$ cat src/rtl/sdc_pkg.sv
package sdc_pkg;

    localparam int ARG_W   = 32;
    localparam int CMD_W   = 16;
    localparam int IDX_W   = 6;
    localparam int RSP_W   = 128;
    localparam int ERR_W   = 3;
    localparam int STS_W   = 16;
    localparam int PS_W    = 32;
    localparam int LINES_W = 4;
    localparam int CRC_B   = 8;
    localparam int SHORT_W = 32;

    localparam int ERR_TMO    = 0;
    localparam int ERR_CRC    = 1;
    localparam int ERR_IDX    = 2;
    localparam int STS_DONE   = 0;
    localparam int STS_ERRSUM = 15;
    localparam int PS_CMD     = 0;
    localparam int PS_DAT     = 1;
    localparam int PS_LINES   = 20;

    typedef enum logic [1:0] {
        RSP_NONE = 2'b00,
        RSP_L136 = 2'b01,
        RSP_L48  = 2'b10,
        RSP_L48B = 2'b11
    } rsp_kind_e;

    typedef struct packed {
        logic [IDX_W-1:0] idx;
        logic             data_pres;
        logic             idx_chk;
        logic             crc_chk;
        rsp_kind_e        kind;
    } cmd_word_t;

    typedef enum logic [1:0] {
        ST_IDLE,
        ST_SEND,
        ST_WAIT
    } cmd_state_e;

    function automatic cmd_word_t decode_cmd(input logic [CMD_W-1:0] w);
        cmd_word_t c;
        c.idx       = w[13:8];
        c.data_pres = w[5];
        c.idx_chk   = w[4];
        c.crc_chk   = w[3];
        c.kind      = rsp_kind_e'(w[1:0]);
        return c;
    endfunction

    function automatic logic [RSP_W-1:0] shape_resp(input logic is_long,
                                                    input logic [RSP_W-1:0] f);
        if (is_long)
            return {{CRC_B{1'b0}}, f[RSP_W-1:CRC_B]};
        return {{(RSP_W-SHORT_W){1'b0}}, f[SHORT_W+CRC_B-1:CRC_B]};
    endfunction

endpackage

$ cat src/rtl/sdc_cmd_fsm.sv
module sdc_cmd_fsm
    import sdc_pkg::*;
#(
    parameter int TMO_TICKS = 64
) (
    input  logic             clk,
    input  logic             rst,
    input  logic             cmd_wr,
    input  cmd_word_t        cmd_in,
    input  logic             tx_done,
    input  logic             rsp_valid,
    input  logic             rsp_crc_bad,
    input  logic [IDX_W-1:0] rsp_idx,
    input  logic             sd_tick,
    output cmd_word_t        cur_cmd,
    output logic             frame_req,
    output logic             inh_cmd,
    output logic             ev_accept,
    output logic             ev_rsp,
    output logic             ev_done,
    output logic             ev_tmo,
    output logic             ev_crc,
    output logic             ev_idx
);
    localparam int CNT_W = (TMO_TICKS > 1) ? $clog2(TMO_TICKS) : 1;
    localparam logic [CNT_W-1:0] CNT_LAST = CNT_W'(TMO_TICKS - 1);

    cmd_state_e       state;
    logic [CNT_W-1:0] cnt;

    always_comb begin
        ev_accept = cmd_wr && (state == ST_IDLE);
        ev_rsp    = (state == ST_WAIT) && rsp_valid;
        ev_tmo    = (state == ST_WAIT) && !rsp_valid && sd_tick && (cnt == CNT_LAST);
        ev_done   = ev_rsp || ((state == ST_SEND) && tx_done && (cur_cmd.kind == RSP_NONE));
        ev_crc    = ev_rsp && cur_cmd.crc_chk && rsp_crc_bad;
        ev_idx    = ev_rsp && cur_cmd.idx_chk && (cur_cmd.kind != RSP_L136)
                    && (rsp_idx != cur_cmd.idx);
        frame_req = (state == ST_SEND);
        inh_cmd   = (state != ST_IDLE);
    end

    always_ff @(posedge clk) begin
        if (rst) begin
            state   <= ST_IDLE;
            cnt     <= '0;
            cur_cmd <= '0;
        end else begin
            case (state)
                ST_IDLE: if (ev_accept) begin
                    cur_cmd <= cmd_in;
                    state   <= ST_SEND;
                end
                ST_SEND: if (tx_done) begin
                    cnt   <= '0;
                    state <= (cur_cmd.kind == RSP_NONE) ? ST_IDLE : ST_WAIT;
                end
                ST_WAIT: begin
                    if (rsp_valid || ev_tmo)
                        state <= ST_IDLE;
                    else if (sd_tick)
                        cnt <= cnt + 1'b1;
                end
                default: state <= ST_IDLE;
            endcase
        end
    end

    // an accepted command is launched with the word that was written
    assert_accept_launches_R2: assert property (@(posedge clk) disable iff (rst)
        ev_accept |=> frame_req && (cur_cmd == $past(cmd_in)));

endmodule

$ cat src/rtl/sdc_dat_inhibit.sv
module sdc_dat_inhibit
    import sdc_pkg::*;
(
    input  logic      clk,
    input  logic      rst,
    input  logic      ev_accept,
    input  cmd_word_t cmd_in,
    input  logic      ev_rsp,
    input  logic      ev_tmo,
    input  logic      data_done,
    input  logic      dat0,
    output logic      inh_dat,
    output logic      busy_wait
);
    logic need_busy;
    logic data_cmd;

    always_ff @(posedge clk) begin
        if (rst) begin
            inh_dat   <= 1'b0;
            busy_wait <= 1'b0;
            need_busy <= 1'b0;
            data_cmd  <= 1'b0;
        end else if (ev_accept) begin
            inh_dat   <= cmd_in.data_pres || (cmd_in.kind == RSP_L48B);
            need_busy <= !cmd_in.data_pres && (cmd_in.kind == RSP_L48B);
            data_cmd  <= cmd_in.data_pres;
            busy_wait <= 1'b0;
        end else if (ev_tmo) begin
            inh_dat   <= 1'b0;
            busy_wait <= 1'b0;
            need_busy <= 1'b0;
            data_cmd  <= 1'b0;
        end else begin
            if (ev_rsp && need_busy)
                busy_wait <= 1'b1;
            if (busy_wait && dat0) begin
                busy_wait <= 1'b0;
                need_busy <= 1'b0;
                inh_dat   <= 1'b0;
            end
            if (data_cmd && data_done) begin
                data_cmd <= 1'b0;
                inh_dat  <= 1'b0;
            end
        end
    end

    // waiting for the end of busy always keeps the DAT inhibit raised
    assert_busy_holds_dat_R11: assert property (@(posedge clk) disable iff (rst)
        busy_wait |-> inh_dat);

endmodule

$ cat src/rtl/sdc_rsp_store.sv
module sdc_rsp_store
    import sdc_pkg::*;
#(
    parameter int WORD_W = 32
) (
    input  logic             clk,
    input  logic             rst,
    input  logic             capture,
    input  logic             is_long,
    input  logic [RSP_W-1:0] frame,
    output logic [RSP_W-1:0] resp
);
    localparam int N_WORDS = RSP_W / WORD_W;

    logic [RSP_W-1:0] shaped;

    always_comb shaped = shape_resp(is_long, frame);

    for (genvar g = 0; g < N_WORDS; g++) begin : g_word
        always_ff @(posedge clk) begin
            if (rst)
                resp[g*WORD_W +: WORD_W] <= '0;
            else if (capture)
                resp[g*WORD_W +: WORD_W] <= shaped[g*WORD_W +: WORD_W];
        end
    end

    // a long response never keeps anything in the top byte
    assert_long_top_clear_R6: assert property (@(posedge clk) disable iff (rst)
        (capture && is_long) |=> (resp[RSP_W-1 -: CRC_B] == '0));

endmodule

$ cat src/rtl/sdc_cmd_issue.sv
module sdc_cmd_issue
    import sdc_pkg::*;
#(
    parameter int TMO_TICKS = 64
) (
    input  logic               clk,
    input  logic               rst,
    input  logic               arg_wr,
    input  logic [ARG_W-1:0]   arg_wdata,
    input  logic               cmd_wr,
    input  logic [CMD_W-1:0]   cmd_wdata,
    output logic               frame_req,
    output logic [IDX_W-1:0]   frame_idx,
    output logic [ARG_W-1:0]   frame_arg,
    output logic [1:0]         frame_kind,
    input  logic               tx_done,
    input  logic               rsp_valid,
    input  logic [RSP_W-1:0]   rsp_frame,
    input  logic               rsp_crc_bad,
    input  logic               sd_tick,
    input  logic [LINES_W-1:0] dat_level,
    input  logic               data_done,
    input  logic [STS_W-1:0]   norm_clr,
    input  logic [ERR_W-1:0]   err_clr,
    output logic [PS_W-1:0]    present_state,
    output logic [STS_W-1:0]   norm_status,
    output logic [ERR_W-1:0]   err_status,
    output logic [RSP_W-1:0]   resp
);
    cmd_word_t        cmd_in;
    cmd_word_t        cur_cmd;
    logic [ARG_W-1:0] arg_q;
    logic             inh_cmd, inh_dat, busy_wait;
    logic             ev_accept, ev_rsp, ev_done, ev_tmo, ev_crc, ev_idx;
    logic             done_q;
    logic [ERR_W-1:0] err_q;
    logic [ERR_W-1:0] err_set;

    always_comb cmd_in = decode_cmd(cmd_wdata);

    sdc_cmd_fsm #(.TMO_TICKS(TMO_TICKS)) u_fsm (
        .clk        (clk),
        .rst        (rst),
        .cmd_wr     (cmd_wr),
        .cmd_in     (cmd_in),
        .tx_done    (tx_done),
        .rsp_valid  (rsp_valid),
        .rsp_crc_bad(rsp_crc_bad),
        .rsp_idx    (rsp_frame[45:40]),
        .sd_tick    (sd_tick),
        .cur_cmd    (cur_cmd),
        .frame_req  (frame_req),
        .inh_cmd    (inh_cmd),
        .ev_accept  (ev_accept),
        .ev_rsp     (ev_rsp),
        .ev_done    (ev_done),
        .ev_tmo     (ev_tmo),
        .ev_crc     (ev_crc),
        .ev_idx     (ev_idx)
    );

    sdc_dat_inhibit u_dat (
        .clk      (clk),
        .rst      (rst),
        .ev_accept(ev_accept),
        .cmd_in   (cmd_in),
        .ev_rsp   (ev_rsp),
        .ev_tmo   (ev_tmo),
        .data_done(data_done),
        .dat0     (dat_level[0]),
        .inh_dat  (inh_dat),
        .busy_wait(busy_wait)
    );

    sdc_rsp_store u_store (
        .clk    (clk),
        .rst    (rst),
        .capture(ev_rsp),
        .is_long(cur_cmd.kind == RSP_L136),
        .frame  (rsp_frame),
        .resp   (resp)
    );

    always_comb begin
        err_set          = '0;
        err_set[ERR_TMO] = ev_tmo;
        err_set[ERR_CRC] = ev_crc;
        err_set[ERR_IDX] = ev_idx;
    end

    always_ff @(posedge clk) begin
        if (rst) begin
            arg_q     <= '0;
            frame_arg <= '0;
            done_q    <= 1'b0;
            err_q     <= '0;
        end else begin
            if (arg_wr)
                arg_q <= arg_wdata;
            if (ev_accept)
                frame_arg <= arg_q;
            if (ev_done)
                done_q <= 1'b1;
            else if (norm_clr[STS_DONE])
                done_q <= 1'b0;
            err_q <= err_set | (err_q & ~err_clr);
        end
    end

    always_comb begin
        frame_idx                                 = cur_cmd.idx;
        frame_kind                                = cur_cmd.kind;
        present_state                             = '0;
        present_state[PS_CMD]                     = inh_cmd;
        present_state[PS_DAT]                     = inh_dat;
        present_state[PS_LINES +: LINES_W]        = dat_level;
        norm_status                               = '0;
        norm_status[STS_DONE]                     = done_q;
        norm_status[STS_ERRSUM]                   = |err_q;
        err_status                                = err_q;
    end

    // a command write during CMD inhibit leaves the launched command alone
    assert_busy_write_ignored_R3: assert property (@(posedge clk) disable iff (rst)
        (cmd_wr && present_state[PS_CMD]) |=> ($stable(frame_idx) && $stable(frame_arg)));

    // completion is never reported while the CMD line is still claimed
    assert_done_frees_cmd_R5: assert property (@(posedge clk) disable iff (rst)
        $rose(norm_status[STS_DONE]) |-> !present_state[PS_CMD]);

    // a timeout releases both inhibits
    assert_timeout_releases_R8: assert property (@(posedge clk) disable iff (rst)
        $rose(err_status[ERR_TMO]) |-> (present_state[1:0] == 2'b00));

endmodule

$ cat config.mk
export PLATFORM = sky130hd
export DESIGN_NAME = sdc_cmd_issue
export DESIGN_NICKNAME = d
export VERILOG_FILES = /design/src/rtl/sdc_pkg.sv /design/src/rtl/sdc_cmd_fsm.sv /design/src/rtl/sdc_dat_inhibit.sv /design/src/rtl/sdc_rsp_store.sv /design/src/rtl/sdc_cmd_issue.sv
export SDC_FILE = /design/constraint.sdc
export NUM_CORES = 1
export LEC_CHECK = 0
export BUFFER_PORTS_ARGS = -buffer_cell sky130_fd_sc_hd__buf_2
export CAP_MARGIN = 10
export CORE_AREA = 2 2 168 170
export CTS_BUF_LIST = sky130_fd_sc_hd__clkbuf_4 sky130_fd_sc_hd__clkbuf_8 sky130_fd_sc_hd__clkbuf_16
export CTS_CLUSTER_SIZE = 16
export DETAILED_ROUTE_END_ITERATION = 8
export DIE_AREA = 0 0 170 172
export GPL_ROUTABILITY_DRIVEN = 0
export HOLD_SLACK_MARGIN = 0.02
export PLACE_DENSITY = 0.58
export RECOVER_POWER = 25
export SETUP_SLACK_MARGIN = 0.15
export SLEW_MARGIN = 10
export SYNTH_ARGS = -nofsm -noshare
export SYNTH_HDL_FRONTEND = slang
export SYNTH_HIERARCHICAL = 1
export SYNTH_SLANG_ARGS = --single-unit
$ cat constraint.sdc
create_clock -name clk -period 3.9 [get_ports clk]
set_clock_uncertainty 0.1 [all_clocks]
set_input_delay 0.195 -clock clk [delete_from_list [all_inputs] [get_ports clk]]
set_output_delay 0.195 -clock clk [all_outputs]
set_load 0.005 [all_outputs]
Word level (Yosys, flattened, before mapping)
Cells that the tools add are included.

ROM bits: 0. Bits in writable memories: 0. Latch bits: 0. Output and inout port bits: 220. Memories kept: 0. Register bits after elaboration: 218. Input port bits: 208. Word-level logic and storage cells: 91.

Order comparisons: 0. Eq/ne operators: 12. Add/subtract/negate cells: 1. Shifts and indexed selects: 0. Bitwise gates (word level): 3. $mul: 0. Div/mod/pow operators: 0. Mux-type cells: 23. Reductions and logical operators: 34.

Operators by type and width (number): 128-bit two-way mux (2); 6-bit two-way mux (3); 1-bit logical AND (16); 1-bit two-way mux (12); 6-bit one-hot mux with 2 select lines (1); 2-bit two-way mux (4); 2-bit inequality test (second input constant) (4); 6-bit by 1-bit adder with 6-bit output (second input constant) (1); 6-bit equality test (second input constant) (1); 6-bit inequality test (1); 2-bit one-hot mux with 3 select lines (1); 2-bit nonzero test (3); 3-bit nonzero test (2); 2-bit by 1-bit equality test with 1-bit output (second input constant) (2); 2-bit equality test (second input constant) (2); 2-bit zero test (2); 2-bit by 1-bit inequality test with 1-bit output (second input constant) (2); 4-bit AND reduction (1); 4-bit nonzero test (1); 4-bit OR reduction (1); 3-bit AND (1); 1-bit logical OR (3); 3-bit NOT (1); 3-bit OR (1); other kinds (4) (5).

Logic depth before layout (Yosys ltp)
Gate-level depths: netlist of run 1.

Depth after elaboration: 7. Depth in mapped cells: 9. Depth with buffers taken out: 6.

Cells and area by module
Netlist of run 1, hierarchy kept.

By module, submodules not included: sdc_rsp_store (cells each 503, times used 1, area an instance 5148.7 um^2, sequential area each 2402.3 um^2); sdc_cmd_issue (cells each 274, times used 1, area an instance 2862.7 um^2, sequential area each 1361.3 um^2); sdc_cmd_fsm (cells each 119, times used 1, area an instance 930.9 um^2, sequential area each 380.4 um^2); sdc_dat_inhibit (cells each 19, times used 1, area an instance 186.4 um^2, sequential area each 80.1 um^2).

Worst setup path after synthesis of run 1
OpenSTA, ideal clock, no wires.

Path kind: register to register. Start: reg u_fsm.state[1]. End: reg frame_arg[0]. Cell stages (with the launch flop): 9. Buffers on the path: 3. Path slack: 2.100 ns. Arrival: 1.572 ns. Setup time: 0.128 ns. Period minus slack after synthesis: 1.800 ns. Data required time: 3.672 ns. Cell sequence: dfxtp_1 -> nor2_1 -> nand2_1 -> inv_1 -> clkbuf_1 -> buf_6 -> buf_12 -> mux2i_1 -> nor2_1.

Word-level cells in the longest chain between the ends: 2.

RTL lines: start: declaration (RTL line sdc_cmd_fsm.sv:28) `cmd_state_e state;`; start signal: assignment (RTL line sdc_cmd_fsm.sv:56) `state <= (cur_cmd.kind == RSP_NONE) ? ST_IDLE : ST_WAIT;`; 2-bit zero test (RTL line sdc_cmd_fsm.sv:32) `ev_accept = cmd_wr && (state == ST_IDLE);`; 1-bit logical AND (RTL line sdc_cmd_fsm.sv:32); named net ev_accept (RTL line sdc_cmd_issue.sv:34) `logic ev_accept, ev_rsp, ev_done, ev_tmo, ev_crc, ev_idx;`; end signal: assignment (RTL line sdc_cmd_issue.sv:101) `frame_arg <= arg_q;`; end: declaration (RTL line sdc_cmd_issue.sv:14) `output logic [ARG_W-1:0] frame_arg,`.

The timed path passes the listed nets, and every way through them passes these cells. A chain may end at the register's enable or synchronous reset.

Worst setup path after layout of run 1
Start: reg u_fsm.state[1]. End: reg u_dat.need_busy.

Elaborated cells between the ends (all ways): 9. Those cells by class: 1 x eq/ne; 2 x mux; 6 x reduce/logical.

RTL lines: 2-bit zero test (*) (RTL line sdc_cmd_fsm.sv:32); 1-bit logical AND (*) (RTL line sdc_cmd_fsm.sv:32); named net ev_accept (RTL line sdc_cmd_issue.sv:34); 3-bit nonzero test (no source line) / 1-bit two-way mux (equally long branches); end signal: assignment (RTL line sdc_dat_inhibit.sv:26) `need_busy <= !cmd_in.data_pres && (cmd_in.kind == RSP_L48B);`; end: declaration (RTL line sdc_dat_inhibit.sv:15) `logic need_busy;`.

The timed path passes the listed nets; every way through them passes the cells marked *.

==> impl_metrics.env, run 1 <==
export IMPL_worst_r2r_path_depth=7
export IMPL_clk_insertion_delay_late_ns=0.51
export IMPL_dp_cells=1534
export IMPL_fin_crit_ns=2.95
export IMPL_dieArea_sq_um=29200
export IMPL_cts_resized=0
export IMPL_grt_pass1_wl_um=39300
export IMPL_fillCellCount=2570
export IMPL_fmax_mhz=339
export IMPL_clkSlewWorstSetupHoldPaths_ns=0.06
export IMPL_grt_max_degree=128
export IMPL_drive_above_1_share=0.320
export IMPL_p_int_uw=3870
export IMPL_syn_to_final_growth_pct=43.5
export IMPL_antenna_found_initial=1
export IMPL_slew_viol_final=33
export IMPL_final_common_cell="buf_2"
export IMPL_power_share_sequential=0.443
export IMPL_setup_tns_ns=0
export IMPL_cp_end_kind="register"
export IMPL_rows=61
export IMPL_min_period_over_period=0.756
export IMPL_worstReg2RegEnd="u_dat/need_busy"
export IMPL_track_usage=0.163
export IMPL_die_width_um=170
export IMPL_setup_viol=0
export IMPL_hp_start="sd_tick"
export IMPL_via_per_inst=4.48
export IMPL_p_sw_frac=0.225
export IMPL_core_area_sq_um=27500
export IMPL_rsz0062_at_grt="no"
export IMPL_wirelength_um=25400
export IMPL_cts_tree="yes"
export IMPL_tightest_slew_ns=2.43
export IMPL_cp_required_ns=4.24
export IMPL_hold_path_class="input port to register"
export IMPL_cts_setup_buffers=0
export IMPL_h_tree_depth=1
export IMPL_clock_root_buffer="clkbuf_16"
export IMPL_status="finished with violations"
export IMPL_power_density_nw_per_um2=383
export IMPL_violations="capacitance limit, slew limit"
export IMPL_port_buffer_count=345
export IMPL_clkPwrFrac=0.463
export IMPL_p_sw_uw=1130
export IMPL_report_final_hold_viol_count=0
export IMPL_maxCapViolations=1
export IMPL_leakagePower_uw=0.00546
export IMPL_clock_sinks=210
export IMPL_power_frac_comb=0.095
export IMPL_syn_inst=911
export IMPL_io_pin_count=428
export IMPL_worst_ep_arrival_time_ns=3.29
export IMPL_clk_path_buf_depth=3
export IMPL_drt_pre_antenna_iters=5
export IMPL_start_util=0.331
export IMPL_fin_cells=1753
export IMPL_grt_pass1_vias=7816
export IMPL_holdPathStages=5
export IMPL_dp_hpwl_um=16200
export IMPL_cts_inserted_buffers=25
export IMPL_synth_area_per_cell_sq_um=9.98
export IMPL_slew_headroom=-0.617
export IMPL_final_cell_mix="buf_2, dfxtp_1, dlygate4sd3_1"
export IMPL_drt_iter0_drc=304
export IMPL_setup_worst_path_class="register to register"
export IMPL_min_to="u_fsm/cnt[4]"
export IMPL_worstReg2RegStart="u_fsm/state[1]"
export IMPL_ff2ff_setup_slack_ns=0.95
export IMPL_critPathMaxFanout=37
export IMPL_start_kind="register"
export IMPL_netlist_area_sq_um=9100
export IMPL_grt_ovfl_total=0
export IMPL_ant_nets=0
export IMPL_wire_per_inst_um=14.5
export IMPL_drc=0
export IMPL_ys_warn_count=6
export IMPL_via_count=7846
export IMPL_die_y_um=172
export IMPL_cts_hold_buf=174
export IMPL_fin_nets=1598
export IMPL_peakVddDrop_mv=0.294
## metrics by stage
step	worst slack, ns	cell area (sq um)	hold WS, ns	util	power [uW]
finish	0.951	13100	0.0644	0.475	5000
global route	0.757	13000	0.0934	0.475	5210
CTS	0.889	13100	0.0309	0.477	5070
detailed placement	1.28	10500	0.290	0.383	2590
global placement	1.31	10500	0.290	0.383	2590
floorplan	2.12	9270	0.164	-	2490
## power groups by stage
stage / Clock (uW) / Sequential [uW] / Combinational [uW]
final: 2310 / 2210 / 473
after global routing: 2480 / 2220 / 519
after CTS: 2380 / 2210 / 474
after detailed placement: 0 / 2260 / 334
after global placement: 0 / 2260 / 332
after floorplan: 0 / 2260 / 237
## cell type report
cell class / count / area (sq um) / area share
antenna: 2 / 5.00 / 0.000383
clock inverter: 6 / 58.8 / 0.00451
clock buffer: 37 / 772 / 0.0592
inverter: 9 / 38.8 / 0.00297
tap: 346 / 433 / 0.0332
sequential: 210 / 4200 / 0.322
timing repair buffer: 528 / 3530 / 0.270
multi-input combinational: 615 / 4010 / 0.308
## routing by layer
| metal | part of all wire | track usage |
|---|---|---|
| met5 | 0 | 0 |
| met4 | 0.020 | 0.0468 |
| met3 | 0.085 | 0.0501 |
| met2 | 0.47 | 0.283 |
| met1 | 0.42 | 0.196 |
## worst max-delay path by stage
stage / slack [ns] / cells past startpoint / to / startpoint
floorplan: 2.12 / 8 / frame_arg[0] / u_fsm/state[1]
global placement: 1.31 / 6 / u_store/resp[30] / u_fsm/state[1]
detailed placement: 1.28 / 6 / u_store/resp[30] / u_fsm/state[1]
CTS: 0.89 / 7 / u_dat/need_busy / u_fsm/state[1]
global route: 0.76 / 7 / u_dat/need_busy / u_fsm/state[1]
finish: 0.95 / 7 / u_dat/need_busy / u_fsm/state[1]
## flip-flops by register name (all words and copies together) (netlist names)
| register | count |
|---|---|
| u_store/resp | 120 |
| arg_q | 32 |
| frame_arg | 32 |
| u_fsm/cur_cmd | 10 |
| u_fsm/cnt | 6 |
| err_status | 3 |
| u_fsm/state | 2 |
| done_q | 1 |
| u_dat/busy_wait | 1 |
| u_dat/data_cmd | 1 |
| u_dat/inh_dat | 1 |
| u_dat/need_busy | 1 |
## critical path, stage by stage (launching register included)
cell and delay (ns):
dfxtp_1 0.35, nor2_1 0.14, nand2_1 0.30, inv_2 0.85
buf_4 0.34, nand4b_1 0.11, o22ai_1 0.14, dlygate4sd3_1 0.56
No activity file was read; power rests on OpenSTA's default activity.
==> inputs of run 2 (changes only) <==
--- a/config.mk
+++ b/config.mk
@@ -7,14 +7,14 @@
 export LEC_CHECK = 0
 export BUFFER_PORTS_ARGS = -buffer_cell sky130_fd_sc_hd__buf_2
 export CAP_MARGIN = 10
-export CORE_AREA = 2 2 168 170
+export CORE_AREA = 2 2 165 167
 export CTS_BUF_LIST = sky130_fd_sc_hd__clkbuf_4 sky130_fd_sc_hd__clkbuf_8 sky130_fd_sc_hd__clkbuf_16
 export CTS_CLUSTER_SIZE = 16
 export DETAILED_ROUTE_END_ITERATION = 8
-export DIE_AREA = 0 0 170 172
+export DIE_AREA = 0 0 167 169
 export GPL_ROUTABILITY_DRIVEN = 0
 export HOLD_SLACK_MARGIN = 0.02
-export PLACE_DENSITY = 0.58
+export PLACE_DENSITY = 0.62
 export RECOVER_POWER = 25
 export SETUP_SLACK_MARGIN = 0.15
 export SLEW_MARGIN = 10
==> constraint.sdc (replaced) <==
create_clock -name clk -period 2.35 [get_ports clk]
set_clock_uncertainty 0.1 [all_clocks]
set_input_delay 0.1175 -clock clk [delete_from_list [all_inputs] [get_ports clk]]
set_output_delay 0.1175 -clock clk [all_outputs]
set_load 0.005 [all_outputs]
==> impl_metrics.env, run 2 (synthesis results as in run 1) <==
export IMPL_die_y_um=169
export IMPL_diodes=0
export IMPL_report_final_hold_viol_count=0
export IMPL_final_cell_mix="buf_2, dfxtp_1, dlygate4sd3_1"
export IMPL_largestRegisters="u_store/resp (120), arg_q (32), frame_arg (32)"
export IMPL_drc=0
export IMPL_drt_iter0_drc=377
export IMPL_setup_tns_ns=0
export IMPL_via_per_inst=4.52
export IMPL_status="finished with violations"
export IMPL_core_area_sq_um=26500
export IMPL_clk_path_buf_depth=3
export IMPL_holdPathStages=0
export IMPL_ff2ff_setup_slack_ns=0.27
export IMPL_fin_crit_ns=2.09
export IMPL_min_period_over_period=0.889
export IMPL_top_register="u_store/resp"
export IMPL_tightest_slew_ns=2.04
export IMPL_dp_hpwl_um=17000
export IMPL_cp_required_ns=2.65
export IMPL_grt_max_degree=103
export IMPL_setup_worst_path_class="input port to register"
export IMPL_leakagePower_uw=0.00561
export IMPL_io_pin_count=428
export IMPL_largest_register_ffs=120
export IMPL_slew_headroom=-0.361
export IMPL_worst_r2r_path_depth=7
export IMPL_clkSlewWorstSetupHoldPaths_ns=0.06
export IMPL_rows=60
export IMPL_grt_pass1_vias=8234
export IMPL_drive_above_1_share=0.325
export IMPL_worstReg2RegStart="u_fsm/cnt[0]"
export IMPL_wire_per_inst_um=15.3
export IMPL_fin_nets=1632
export IMPL_min_to="present_state[22]"
export IMPL_violations="capacitance limit, slew limit"
export IMPL_h_tree_depth=1
export IMPL_clk_insertion_delay_late_ns=0.52
export IMPL_hold_path_class="input port to output pin"
export IMPL_cts_tree="yes"
export IMPL_worstReg2RegEnd="err_status[0]"
export IMPL_setup_viol=0
export IMPL_rsz0062_at_grt="no"
export IMPL_final_common_cell="buf_2"
export IMPL_wirelength_um=27300
export IMPL_peakVddDrop_mv=0.556
export IMPL_critPathMaxFanout=102
export IMPL_clock_sinks=210
export IMPL_die_width_um=167
export IMPL_drt_pre_antenna_iters=4
export IMPL_syn_to_final_growth_pct=47.2
export IMPL_dieArea_sq_um=28200
export IMPL_grt_ovfl_total=0
export IMPL_maxCapViolations=1
export IMPL_hp_start="dat_level[2]"
export IMPL_track_usage=0.182
export IMPL_port_buffer_count=345
export IMPL_clock_root_buffer="clkbuf_16"
export IMPL_start_util=0.343
export IMPL_grt_pass1_wl_um=42400
export IMPL_ant_nets=0
export IMPL_cp_end_kind="register"
export IMPL_via_count=8063
export IMPL_start_kind="input port"
export IMPL_antenna_found_initial=0
export IMPL_cts_inserted_buffers=25
export IMPL_worst_ep_arrival_time_ns=2.39
export IMPL_final_util=0.505
export IMPL_slew_viol_final=102
export IMPL_power_density_nw_per_um2=625
export IMPL_fmax_mhz=479
## run 2: changes by cell type in the layout (fill, tap and decap cells not counted), sizes merged, moves of 3 or more
cell         change
clkbuf           -9
clkinv           +4
dlygate4sd3     +21
clkinvlp         +3
buf             +14
## run 2: worst max-delay path by stage
stage / start / end / slack (ns) / cells past startpoint
finish: rst / done_q / 0.26 / 3
global route: u_fsm/cnt[0] / err_status[0] / 0.13 / 7
CTS: u_fsm/cnt[0] / err_status[0] / 0.24 / 7
detailed placement: u_fsm/state[1] / u_store/resp[60] / 0.44 / 6
global placement: u_fsm/state[1] / u_store/resp[60] / 0.46 / 6
floorplan: u_fsm/state[1] / frame_arg[0] / 0.57 / 8
## run 2: stage by stage
| stage | power, uW | setup WS (ns) | hold WS (ns) | std cells | instance area (sq um) |
|---|---|---|---|---|---|
| final | 8370 | 0.262 | 0.135 | 1782 | 13400 |
| after global routing | 8680 | 0.126 | 0.135 | 1782 | 13400 |
| after CTS | 8440 | 0.236 | 0.0248 | 1782 | 13500 |
| after detailed placement | 4320 | 0.438 | 0.135 | 1542 | 10700 |
| after global placement | 4310 | 0.461 | 0.135 | 1542 | 10700 |
| after floorplan | 4140 | 0.572 | 0.0866 | 957 | 9270 |
## run 2: where the power goes
group	switching [uW]	internal, uW	leakage [uW]
Combinational	378	465	0.00350
Clock	1590	2260	0.000405
Sequential	41.1	3630	0.00170
## run 2: final cells by class
cell class,count,area (sq um)
multi-input combinational,615,4020
fill,2386,13100
inverter,9,38.8
clock buffer,29,668
sequential,210,4200
clock inverter,16,149
tap,341,427
timing repair buffer,562,3890
## run 2: what timing repair did
| item | 4_1_cts | 5_1_grt |
|---|---|---|
| setup buffers | 0 | 0 |
| endpoints found under the hold margin | 178 | 0 |
| hold buffers | 195 | 0 |
| gates resized for setup | 0 | 1 |
| endpoints found under the setup margin | 0 | 1 |
## run 2: critical path: stages
cell and delay [ns]:
buf_2 1.43, a21oi_1 0.09, dlygate4sd3_1 0.67
## run 2: per-layer routing
metal / global-route usage / vias to the layer above / share of wire
li1: - / 3970 / -
met1: 0.203 / 3722 / 0.39
met2: 0.323 / 298 / 0.48
met3: 0.0507 / 73 / 0.075
met4: 0.0821 / 0 / 0.046
met5: 0 / - / 0
==> inputs of run 3 (changes only) <==
--- a/config.mk
+++ b/config.mk
@@ -16,6 +16,7 @@
 export HOLD_SLACK_MARGIN = 0.02
 export PLACE_DENSITY = 0.62
 export RECOVER_POWER = 25
+export REMOVE_ABC_BUFFERS = 1
 export SETUP_SLACK_MARGIN = 0.15
 export SLEW_MARGIN = 10
 export SYNTH_ARGS = -nofsm -noshare
==> impl_metrics.env, run 3 (synthesis results as in run 1) <==
export IMPL_status="finished clean"
export IMPL_setup_tns_ns=0
export IMPL_fin_crit_ns=2.09
export IMPL_holdPathStages=3
export IMPL_via_count=8128
export IMPL_clk_insertion_delay_late_ns=0.51
export IMPL_seq_area_sq_um=4200
export IMPL_fin_cells=1797
export IMPL_drive_above_1_share=0.302
export IMPL_start_util=0.343
export IMPL_setup_worst_path_class="register to register"
export IMPL_io_pin_count=428
export IMPL_min_period_over_period=0.888
export IMPL_cts_inserted_buffers=24
export IMPL_clk_path_buf_depth=3
export IMPL_power_density_nw_per_um2=607
export IMPL_slew_viol_final=0
export IMPL_grt_max_degree=91
export IMPL_path_buf_inv=3
export IMPL_tightest_slew_ns=0.708
export IMPL_start_kind="register"
export IMPL_core_area_sq_um=26500
export IMPL_critPathTopFamily="buffers and inverters"
export IMPL_dieArea_sq_um=28200
export IMPL_setup_viol=0
export IMPL_worstSetupPathDepth=7
export IMPL_cp_end_kind="register"
export IMPL_via_per_inst=4.52
export IMPL_drt_pre_antenna_iters=4
export IMPL_clkSlewWorstSetupHoldPaths_ns=0.06
export IMPL_dp_cells=1539
export IMPL_clock_sinks=210
export IMPL_maxCapViolations=0
export IMPL_hp_start="arg_wr"
export IMPL_final_cell_mix="buf_2, dlygate4sd3_1, dfxtp_1"
export IMPL_die_width_um=167
export IMPL_peakVddDrop_mv=0.562
export IMPL_top_register="u_store/resp"
export IMPL_grt_pass1_wl_um=40800
export IMPL_min_to="arg_q[18]"
export IMPL_cts_tree="yes"
export IMPL_drt_iter0_drc=403
export IMPL_slew_headroom=0.528
export IMPL_largest_register_ffs=120
export IMPL_final_util=0.511
export IMPL_worst_ep_arrival_time_ns=2.38
export IMPL_worstReg2RegStart="u_fsm/state[1]"
export IMPL_report_final_hold_viol_count=0
export IMPL_track_usage=0.173
export IMPL_dp_hpwl_um=15900
export IMPL_wire_per_inst_um=14.5
export IMPL_largestRegisters="u_store/resp (120), arg_q (32), frame_arg (32)"
export IMPL_critPathMaxFanout=40
export IMPL_path_cells="nor2b_1 -> nand2_1 -> clkinv_8 -> and3_1 -> inv_1 -> a21oi_1 -> dlygate4sd3_1"
export IMPL_ant_nets=0
export IMPL_rsz0062_at_grt="yes"
export IMPL_ff2ff_setup_slack_ns=0.26
export IMPL_antenna_found_initial=0
export IMPL_syn_to_final_growth_pct=49.0
export IMPL_critical_path_max_stage_delay_ns=0.55
export IMPL_grt_ovfl_total=0
export IMPL_fin_nets=1651
export IMPL_drc=0
export IMPL_rows=60
export IMPL_cp_slowest_cell="dlygate4sd3_1"
export IMPL_fmax_mhz=479
export IMPL_die_y_um=169
export IMPL_cts_setup_buffers=0
export IMPL_diodes=0
export IMPL_port_buffer_count=345
export IMPL_cp_required_ns=2.65
export IMPL_worst_r2r_path_depth=7
export IMPL_leakagePower_uw=0.00568
export IMPL_wirelength_um=26100
export IMPL_h_tree_depth=1
export IMPL_fillCellCount=2367
export IMPL_final_common_cell="buf_2"
export IMPL_multi_input_area_sq_um=4020
export IMPL_grt_pass1_vias=8297
export IMPL_hold_path_class="input port to register"
export IMPL_clock_root_buffer="clkbuf_16"
export IMPL_worstReg2RegEnd="err_status[1]"
run 3: cell count changes in the layout (fill, tap and decap cells not counted), sizes merged:
cell and delta:
clkbuf +27, clkinvlp -2, bufinv -1, inv -3, dlygate4sd3 +23, buf -23
clkinv -6
run 3: worst max path at each step:
stage,from,endpoint,slack (ns)
after floorplan,u_fsm/cur_cmd[0],u_store/resp[111],-3.42
after global placement,u_fsm/state[1],u_store/resp[69],0.46
after detailed placement,u_fsm/state[1],u_store/resp[17],0.42
after CTS,u_fsm/state[1],err_status[1],0.17
after global routing,u_fsm/state[1],err_status[1],0.11
final,u_fsm/state[1],err_status[1],0.26
run 3: worst min-delay path, cell delays in order:
cell     delay [ns]
buf_2          0.27
mux2i_1        0.18
nor2_1         0.07
run 3: area by class of cell:
type / count / area share
inverter: 9 / 0.00360
tap: 341 / 0.0315
clock buffer: 36 / 0.0546
sequential: 210 / 0.310
multi-input combinational: 615 / 0.296
clock inverter: 4 / 0.00351
timing repair buffer: 582 / 0.300
run 3: repair_timing:
action	CTS	global route
hold endpoints to repair	203	0
hold buffers	218	0
gates resized for setup	0	7
endpoints found under the setup margin	0	12
run 3: power breakdown:
| group | total, uW | switching (uW) | internal, uW |
|---|---|---|---|
| registers | 3670 | 41.2 | 3630 |
| clock network | 3690 | 1430 | 2260 |
| logic | 869 | 383 | 486 |
| total | 8230 | 1850 | 6380 |
run 3: metrics by stage:
stage / cell area (sq um) / setup WS [ns] / total power (uW) / hold slack, ns
global placement: 10600 / 0.461 / 4310 / 0.135
global route: 13600 / 0.111 / 8560 / 0.0835
finish: 13600 / 0.264 / 8230 / 0.0675
CTS: 13600 / 0.174 / 8330 / 0.0452
detailed placement: 10600 / 0.416 / 4320 / 0.135
floorplan: 8240 / -3.42 / 3960 / 0.0799
run 3: metal layers:
metal	global-route usage	up-vias	part of all wire
met4	0.0742	0	0.032
met5	0	-	0
met2	0.318	295	0.51
met3	0.0288	62	0.053
met1	0.198	3767	0.40
li1	-	4004	-
